`src/rtl/crypto_mode_pkg.sv`:
```
package crypto_mode_pkg;
  localparam int unsigned WORD_W    = 32;
  localparam int unsigned BIT_FREE  = 31;
  localparam int unsigned BIT_WAIT  = 30;
  localparam int unsigned BIT_SAVE  = 29;
  localparam int unsigned M_LSB     = 22;
  localparam int unsigned L_LSB     = 19;
  localparam int unsigned CODE_W    = 3;
  localparam logic [WORD_W-1:0] MODE_MASK = 32'h21FC_81FC;
endpackage

```
`src/rtl/cm_field_store.sv`:
```
module cm_field_store
  import crypto_mode_pkg::*;
(
  input  logic              clk_i,
  input  logic              rst_ni,
  input  logic              wr_en_i,
  input  logic [WORD_W-1:0] wdata_i,
  output logic [WORD_W-1:0] mode_o,
  output logic [4:0]        tag_bytes_o,
  output logic [3:0]        len_bytes_o
);
  logic [WORD_W-1:0] mode_q;

  always_ff @(posedge clk_i or negedge rst_ni) begin
    if (!rst_ni)      mode_q <= '0;
    else if (wr_en_i) mode_q <= wdata_i & MODE_MASK;
  end

  assign mode_o = mode_q;

  logic [CODE_W-1:0] m_code, l_code;
  assign m_code      = mode_q[M_LSB +: CODE_W];
  assign l_code      = mode_q[L_LSB +: CODE_W];
  assign tag_bytes_o = {1'b0, m_code, 1'b0} + 5'd2;
  assign len_bytes_o = {1'b0, l_code} + 4'd1;

  // no write strobe, no change
  a_r7_hold: assert property (@(posedge clk_i) disable iff (!rst_ni)
    !wr_en_i |=> $stable(mode_q));
  // reserved bits stay clear
  a_r8_rsvd: assert property (@(posedge clk_i) disable iff (!rst_ni)
    mode_q[28:25] == 4'd0);
endmodule

```
`src/rtl/cm_handshake.sv`:
```
module cm_handshake
  import crypto_mode_pkg::*;
#(
  parameter int unsigned TAG_WORDS = 4,
  localparam int unsigned CNT_W = (TAG_WORDS > 1) ? $clog2(TAG_WORDS) : 1
) (
  input  logic clk_i,
  input  logic rst_ni,
  input  logic op_done_i,
  input  logic save_i,
  input  logic release_wr_i,
  input  logic tag_rd_i,
  output logic ctx_free_o,
  output logic res_wait_o
);
  logic             free_q, wait_q;
  logic [CNT_W-1:0] cnt_q;
  logic             res_set, last_rd, hand_back;

  assign res_set   = op_done_i & free_q & save_i;
  assign last_rd   = tag_rd_i & wait_q & (cnt_q == CNT_W'(TAG_WORDS - 1));
  assign hand_back = wait_q & (release_wr_i | last_rd);

  always_ff @(posedge clk_i or negedge rst_ni) begin
    if (!rst_ni) begin
      free_q <= 1'b1;
      wait_q <= 1'b0;
      cnt_q  <= '0;
    end else if (res_set) begin
      free_q <= 1'b0;
      wait_q <= 1'b1;
      cnt_q  <= '0;
    end else if (hand_back) begin
      free_q <= 1'b1;
      wait_q <= 1'b0;
      cnt_q  <= '0;
    end else if (tag_rd_i && wait_q) begin
      cnt_q  <= cnt_q + 1'b1;
    end
  end

  assign ctx_free_o = free_q;
  assign res_wait_o = wait_q;

  a_r3_exclusive: assert property (@(posedge clk_i) disable iff (!rst_ni)
    !(free_q && wait_q));
  a_r4_save_done: assert property (@(posedge clk_i) disable iff (!rst_ni)
    (op_done_i && free_q && save_i) |=> (wait_q && !free_q));
  a_r4_plain_done: assert property (@(posedge clk_i) disable iff (!rst_ni)
    (op_done_i && free_q && !save_i) |=> free_q);
  a_r5_release: assert property (@(posedge clk_i) disable iff (!rst_ni)
    (wait_q && release_wr_i) |=> (free_q && !wait_q));
  a_r6_idle_rd: assert property (@(posedge clk_i) disable iff (!rst_ni)
    (!wait_q && !op_done_i) |=> !wait_q);
endmodule

```
`src/rtl/crypto_mode_reg.sv`:
```
module crypto_mode_reg
  import crypto_mode_pkg::*;
#(
  parameter int unsigned ADDR_W    = 8,
  parameter logic [ADDR_W-1:0] CTRL_ADDR = 8'h00,
  parameter logic [ADDR_W-1:0] TAG_BASE  = 8'h10,
  parameter int unsigned TAG_WORDS = 4,
  localparam int unsigned IDX_W = (TAG_WORDS > 1) ? $clog2(TAG_WORDS) : 1
) (
  input  logic              clk_i,
  input  logic              rst_ni,
  input  logic [ADDR_W-1:0] addr_i,
  input  logic              we_i,
  input  logic [31:0]       wdata_i,
  input  logic              re_i,
  output logic [31:0]       rdata_o,
  input  logic              op_done_i,
  input  logic [32*TAG_WORDS-1:0] tag_i,
  output logic              ctx_free_o,
  output logic              res_wait_o,
  output logic [31:0]       mode_o,
  output logic [4:0]        tag_bytes_o,
  output logic [3:0]        len_bytes_o
);
  logic ctl_hit, tag_hit, ctl_wr;
  logic [IDX_W-1:0] tag_idx;
  logic [ADDR_W-1:0] tag_off;

  assign ctl_hit = (addr_i == CTRL_ADDR);
  assign tag_off = addr_i - TAG_BASE;
  assign tag_hit = (addr_i >= TAG_BASE) && (tag_off < ADDR_W'(TAG_WORDS));
  assign tag_idx = tag_off[IDX_W-1:0];
  assign ctl_wr  = we_i & ctl_hit;

  cm_handshake #(.TAG_WORDS(TAG_WORDS)) u_hs (
    .clk_i        (clk_i),
    .rst_ni       (rst_ni),
    .op_done_i    (op_done_i),
    .save_i       (mode_o[BIT_SAVE]),
    .release_wr_i (ctl_wr & wdata_i[BIT_SAVE]),
    .tag_rd_i     (re_i & tag_hit),
    .ctx_free_o   (ctx_free_o),
    .res_wait_o   (res_wait_o)
  );

  cm_field_store u_fields (
    .clk_i       (clk_i),
    .rst_ni      (rst_ni),
    .wr_en_i     (ctl_wr & ctx_free_o),
    .wdata_i     (wdata_i),
    .mode_o      (mode_o),
    .tag_bytes_o (tag_bytes_o),
    .len_bytes_o (len_bytes_o)
  );

  always_comb begin
    rdata_o = '0;
    if (ctl_hit) begin
      rdata_o = mode_o;
      rdata_o[BIT_FREE] = ctx_free_o;
      rdata_o[BIT_WAIT] = res_wait_o;
    end else if (tag_hit) begin
      rdata_o = tag_i[32*tag_idx +: 32];
    end
  end

  // release access leaves mode untouched
  a_r5_mode_kept: assert property (@(posedge clk_i) disable iff (!rst_ni)
    (res_wait_o && ctl_wr) |=> $stable(mode_o));
endmodule

```
`config.mk`:
```
export PLATFORM = sky130hd
export DESIGN_NAME = crypto_mode_reg
export DESIGN_NICKNAME = d
export VERILOG_FILES = /design/src/rtl/crypto_mode_pkg.sv /design/src/rtl/cm_field_store.sv /design/src/rtl/cm_handshake.sv /design/src/rtl/crypto_mode_reg.sv
export SDC_FILE = /design/constraint.sdc
export NUM_CORES = 1
export LEC_CHECK = 0
export BUFFER_PORTS_ARGS = -buffer_cell sky130_fd_sc_hd__buf_2
export CAP_MARGIN = 20
export CORE_AREA = 2 2 96 98
export CTS_BUF_LIST = sky130_fd_sc_hd__clkbuf_4 sky130_fd_sc_hd__clkbuf_8
export DETAILED_ROUTE_END_ITERATION = 16
export DIE_AREA = 0 0 98 100
export SLEW_MARGIN = 20
export SYNTH_ARGS = -nofsm -noshare
export SYNTH_HDL_FRONTEND = slang
export SYNTH_SLANG_ARGS = --single-unit
```
`constraint.sdc`:
```
create_clock -name clk_i -period 4.33 [get_ports clk_i]
set_input_delay 0.2165 -clock clk_i [delete_from_list [all_inputs] [get_ports clk_i]]
set_output_delay 0.2165 -clock clk_i [all_outputs]
set_load 0.01 [all_outputs]
```
==> After elaboration in Yosys (flattened, before gate mapping) <==
Index checks and enable logic that the tools add are counted.
{ "totals": {"regBits": 20, "in_bits": 173, "output_inout_bits": 75} }
{ "classes": {"eq_ne": 1, "order_cmp": 2, "n_reduce_logical": 5, "mux": 9, "n_addsub": 4, "bitwise": 10, "n_shift": 1} }
{ "op_table": {"columns": ["operator", "count"], "rows": [
  ["indexed part select 128 x 8 -> 32 bit", 1],
  ["2-to-1 mux 32 bit", 2],
  ["bitwise AND 1 bit", 9],
  ["greater-or-equal comparator 8 x 5 -> 1 bit, second input constant", 1],
  ["logical NOT 8 bit", 1],
  ["less-than comparator 8 x 3 -> 1 bit, second input constant", 1],
  ["subtractor 8 x 5 -> 8 bit, second input constant", 1],
  ["2-to-1 mux 2 bit", 3],
  ["adder 4 x 2 -> 5 bit, second input constant", 1],
  ["adder 3 x 1 -> 4 bit, second input constant", 1],
  ["2-to-1 mux 1 bit", 4],
  ["nonzero test 3 bit", 1],
  ["adder 2 x 1 -> 2 bit, second input constant", 1],
  ["equality test 2 bit, second input constant", 1],
  ["logical AND 1 bit", 2],
  ["nonzero test 2 bit", 1],
  ["OR 1 bit", 1]
]} }

==> Longest topological paths before layout <==
{ "logic_depth": {"depth_word": 10, "depth_mapped": 7} }

==> By module <==
A second synthesis with hierarchy kept.
{ "unflattened": {"cells_unflattened": 275, "area_unflattened_um2": 2896.5} }
{ "by_module_without_submodules": {"columns": ["mod", "cells_per_inst", "instances", "seq_area_each_um2", "area_each_um2"], "rows": [
  ["crypto_mode_reg", 196, 1, 0.0, 1868.0],
  ["cm_field_store", 60, 1, 400.4, 843.3],
  ["cm_handshake", 19, 1, 101.3, 185.2]
]} }

==> Worst setup path before layout <==
No wires, ideal clock.
{ "synth_path": {"path_kind": "in2reg", "from": "input addr_i[3]", "to": "register u_hs.cnt_q[0]", "slack_ns": 2.506, "stages": 4, "arrival_ns": 1.746, "n_path_buf": 0, "cell_sequence": "or4_4 -> or3b_4 -> or4_1 -> a21oi_1"} }
{ "synth_via": {"elab_chain_cells": 10, "elab_cells_between_ends": 16} }
{ "synth_lines": {"columns": ["element", "line_no", "text"], "rows": [
  ["from (decl)", "crypto_mode_reg.sv:12", "input logic [ADDR_W-1:0] addr_i,"],
  ["subtractor 8 x 5 -> 8 bit", "crypto_mode_reg.sv:30", "assign tag_off = addr_i - TAG_BASE;"],
  ["less-than comparator 8 x 3 -> 1 bit", "crypto_mode_reg.sv:31", "assign tag_hit = (addr_i >= TAG_BASE) && (tag_off < ADDR_W'(TAG_WORDS));"],
  ["logical AND 1 bit", "crypto_mode_reg.sv:31", null],
  ["bitwise AND 1 bit", "crypto_mode_reg.sv:41", ".tag_rd_i (re_i & tag_hit),"],
  ["bitwise AND 1 bit (2 in series)", "cm_handshake.sv:21", "assign last_rd = tag_rd_i & wait_q & (cnt_q == CNT_W'(TAG_WORDS - 1));"],
  ["OR 1 bit", "cm_handshake.sv:22", "assign hand_back = wait_q & (release_wr_i | last_rd);"],
  ["bitwise AND 1 bit", "cm_handshake.sv:22", null],
  ["2-to-1 mux 2 bit", "cm_handshake.sv:33", "end else if (hand_back) begin"],
  ["2-to-1 mux 2 bit", "cm_handshake.sv:29", "end else if (res_set) begin"],
  ["to (signal assigned)", "cm_handshake.sv:38", "cnt_q <= cnt_q + 1'b1;"],
  ["to (decl)", "cm_handshake.sv:17", "logic [CNT_W-1:0] cnt_q;"]
]} }
Several ways; a longest one is shown, not always the timed one.
A chain may end at the register's enable or synchronous reset.

==> Worst setup path after layout <==
{ "layout_path": {"from": "input addr_i[0]", "to": "output rdata_o[13]"} }
{ "layout_via": {"elab_chain_cells": 5, "elab_cells_between_ends": 8} }
{ "layout_lines": {"columns": ["element", "line_no", "text"], "rows": [
  ["parallel branches: the longest is 4 deep, another holds subtractor 8 x 5 -> 8 bit", null, null],
  ["2-to-1 mux 32 bit *", "crypto_mode_reg.sv:58", "if (ctl_hit) begin"],
  ["to (decl)", "crypto_mode_reg.sv:16", "output logic [31:0] rdata_o,"]
]} }
Every way passes the cells marked *.

==> flow_metrics.env <==
export IMPL_outcome="complete, no violations"
export IMPL_cp_required_ps=4110
export IMPL_area_growth_pct=48.7
export IMPL_grt_ovfl_total=0
export IMPL_setup_viol=0
export IMPL_fmax_mhz=429
export IMPL_synth_edf_count=0
export IMPL_layout_nets=632
export IMPL_post_cts_resized=0
export IMPL_clock_sinks=20
export IMPL_start_util_pct=26.1
export IMPL_clockBufferDepth=2
export IMPL_min_path_type="in -> reg"
export IMPL_drt_iter0_markers=82
export IMPL_synth_most_common_cell="mux2_2"
export IMPL_hold_buffers=1
export IMPL_first_pass_iters=4
export IMPL_io_buffers=214
export IMPL_ioPinCount=248
export IMPL_postSynth_asyncResetShare_pct=100
export IMPL_ys_types=31
export IMPL_finalHoldViolCount=0
export IMPL_final_cells=566
export IMPL_drc=0
export IMPL_num_vias=2703
export IMPL_cts_root_buf="clkbuf_8"
export IMPL_cp_max_fo=33
export IMPL_synth_area_leader_cell="mux2_2"
export IMPL_core_um2=8890
export IMPL_crit_path_end_kind="output port"
export IMPL_synth_top_area_share_pct=20.8
export IMPL_r2r_end="u_hs.cnt_q[0]$_DFFE_PN0P_"
export IMPL_cts_buffers=3
export IMPL_leakage_nw=1.97
export IMPL_syn_area_per_cell_um2=9.01
export IMPL_cts_tree="yes"
export IMPL_design_area_um2=3450
export IMPL_power_density_nw_per_um2=147
export IMPL_r2r_setup_slack_ps=2790
export IMPL_gp_congestion=0.739
export IMPL_vias_per_cell=4.78
export IMPL_drive_gt1_share_pct=62.4
export IMPL_r2r_cells=3
export IMPL_antenna_found_initial=0
export IMPL_wl_um=8410
export IMPL_die_area_um2=9800
export IMPL_slew_headroom_pct=44.8
export IMPL_clock_latency_ps=260
export IMPL_synth_seq_cells=20
export IMPL_rsz0062_at_grt="no"
export IMPL_antenna_left=0
export IMPL_drv_cap=0
export IMPL_fp_dieW_um=98
export IMPL_min_period_ps=2330
export IMPL_wl_per_cell_um=14.9
export IMPL_critPathArrivalTime_ps=2120
export IMPL_worstMarginPinSlew_ps=828
export IMPL_clock_skew_ps=3.92
export IMPL_synth_top_flop_cell="dfrtp_1"
export IMPL_fin_tns_setup_ps=0
export IMPL_track_usage_pct=16.4
export IMPL_cp_endpoint="rdata_o[13]"
export IMPL_dp_cells=561
export IMPL_cts_max_level=1
export IMPL_ys_warn_count=0
export IMPL_timing_critical_path_from_type="primary input"
export IMPL_path_class="in -> out"
export IMPL_synth_cells=258
export IMPL_grt_pass1_wl_um=13200
export IMPL_slew_viol_final=0
export IMPL_num_rows=35
export IMPL_grt_max_degree=34
export IMPL_startpoint="addr_i[0]"
export IMPL_dp_hpwl_um=6760
export IMPL_post_cts_buffers=0
export IMPL_netlist_top_cells_area="mux2_2 (21%), dfrtp_1 (20%), mux4_2 (14%)"
export IMPL_fin_util_pct=38.9
export IMPL_netlist_area_um2=2320
export IMPL_place_area_um2=3390
export IMPL_clk_pin_slew_ps=80
export IMPL_fp_dieH_um=100
export IMPL_n_antenna_cell=0
export IMPL_synth_common_cells="mux2_2 (43), a21oi_1 (30), nand2_1 (22)"
export IMPL_yosysSeqAreaShare_pct=21.6
export IMPL_period_share_pct=53.8
export IMPL_peakVddDrop_mv=0.146
export IMPL_reg2reg_from="u_hs.res_wait_o$_DFFE_PN0P_"
export IMPL_grt_pass1_vias=2741
==> state kept, by name, indices dropped and copies added, names as in the netlist <==
name             cells
u_hs.ctx_free_o      1
u_hs.res_wait_o      1
u_fields.mode_o     16
u_hs.cnt_q           2
==> layout make-up <==
cell class              count  area (um2)
repair buffers            218        1100
fillers                   947        5440
clock buffers               4        55.1
inverters                   2        7.51
well taps                 111         139
multi-input cells         211        1650
flip-flops and latches     20         502
==> worst max-delay path, stage by stage <==
cell and delay [ps]:
buf_2 480, buf_4 510, mux4_2 570, and3_1 190, buf_2 130
==> cells in the final DEF (no fill, tap or decap), drive strengths merged, types with 2 or more instances in the layout <==
cell type,netlist,routed
clkbuf,11,4
nor4b,2,2
and3,17,17
buf,30,217
or4,2,2
o21ai,20,20
mux2,43,43
a21oi,30,30
mux2i,9,9
mux4,14,14
inv,2,2
ha,3,3
dfrtp,19,19
nand3,10,10
conb,1,17
and2,2,2
xor2,2,2
nand2,22,22
nor2,11,11
==> worst min path at each step <==
stage	start	to	slack, ps	depth (start not counted)
floorplan	rst_ni	u_fields.mode_o[15]$_DFFE_PN0P_	-80	0
global placement	rst_ni	u_fields.mode_o[29]$_DFFE_PN0P_	200	1
detailed placement	rst_ni	u_fields.mode_o[29]$_DFFE_PN0P_	210	1
CTS	wdata_i[2]	u_fields.mode_o[2]$_DFFE_PN0P_	180	2
global route	wdata_i[19]	u_fields.mode_o[19]$_DFFE_PN0P_	180	2
finish	wdata_i[21]	u_fields.mode_o[21]$_DFFE_PN0P_	190	2
==> per-stage QoR <==
| stage | worst slack [ps] | power (W) | hold slack, ps |
|---|---|---|---|
| after floorplan | 2510 | 0.000294 | -79.1 |
| after global placement | 1950 | 0.000369 | 195 |
| after detailed placement | 1930 | 0.000373 | 210 |
| after CTS | 1940 | 0.000519 | 179 |
| after global routing | 1810 | 0.000542 | 182 |
| final | 2000 | 0.000509 | 188 |
==> logic make-up after synthesis <==
family | count (synthesis) | share of synthesized area (%)
AND/OR/NAND/NOR | 70 | 15.7
XOR/XNOR | 2 | 0.754
flip-flops | 20 | 21.6
AO/OA/AOI/OAI | 53 | 11.8
buffers and inverters | 43 | 10.1
multiplexers | 66 | 38.3
adder cells (fa/ha/maj) | 3 | 1.62
other | 1 | 0.161
==> metal layers <==
layer  wire length, um  global-route usage (%)  share of wire [%]
met1              3220                    18.4                 38
met2              4530                    32.9                 54
met3               612                    2.30                7.3
met4                51                    3.10               0.61
met5                 0                       0                  0
==> power by group <==
| part | internal (W) | switching [W] | total [W] |
|---|---|---|---|
| Sequential | 0.000187 | 0 | 0.000187 |
| Clock | 0.0000808 | 0.0000614 | 0.000142 |
| Combinational | 0.000101 | 0.0000796 | 0.000180 |
| Total | 0.000368 | 0.000141 | 0.000509 |
No activity file was read; power rests on OpenSTA's default activity.
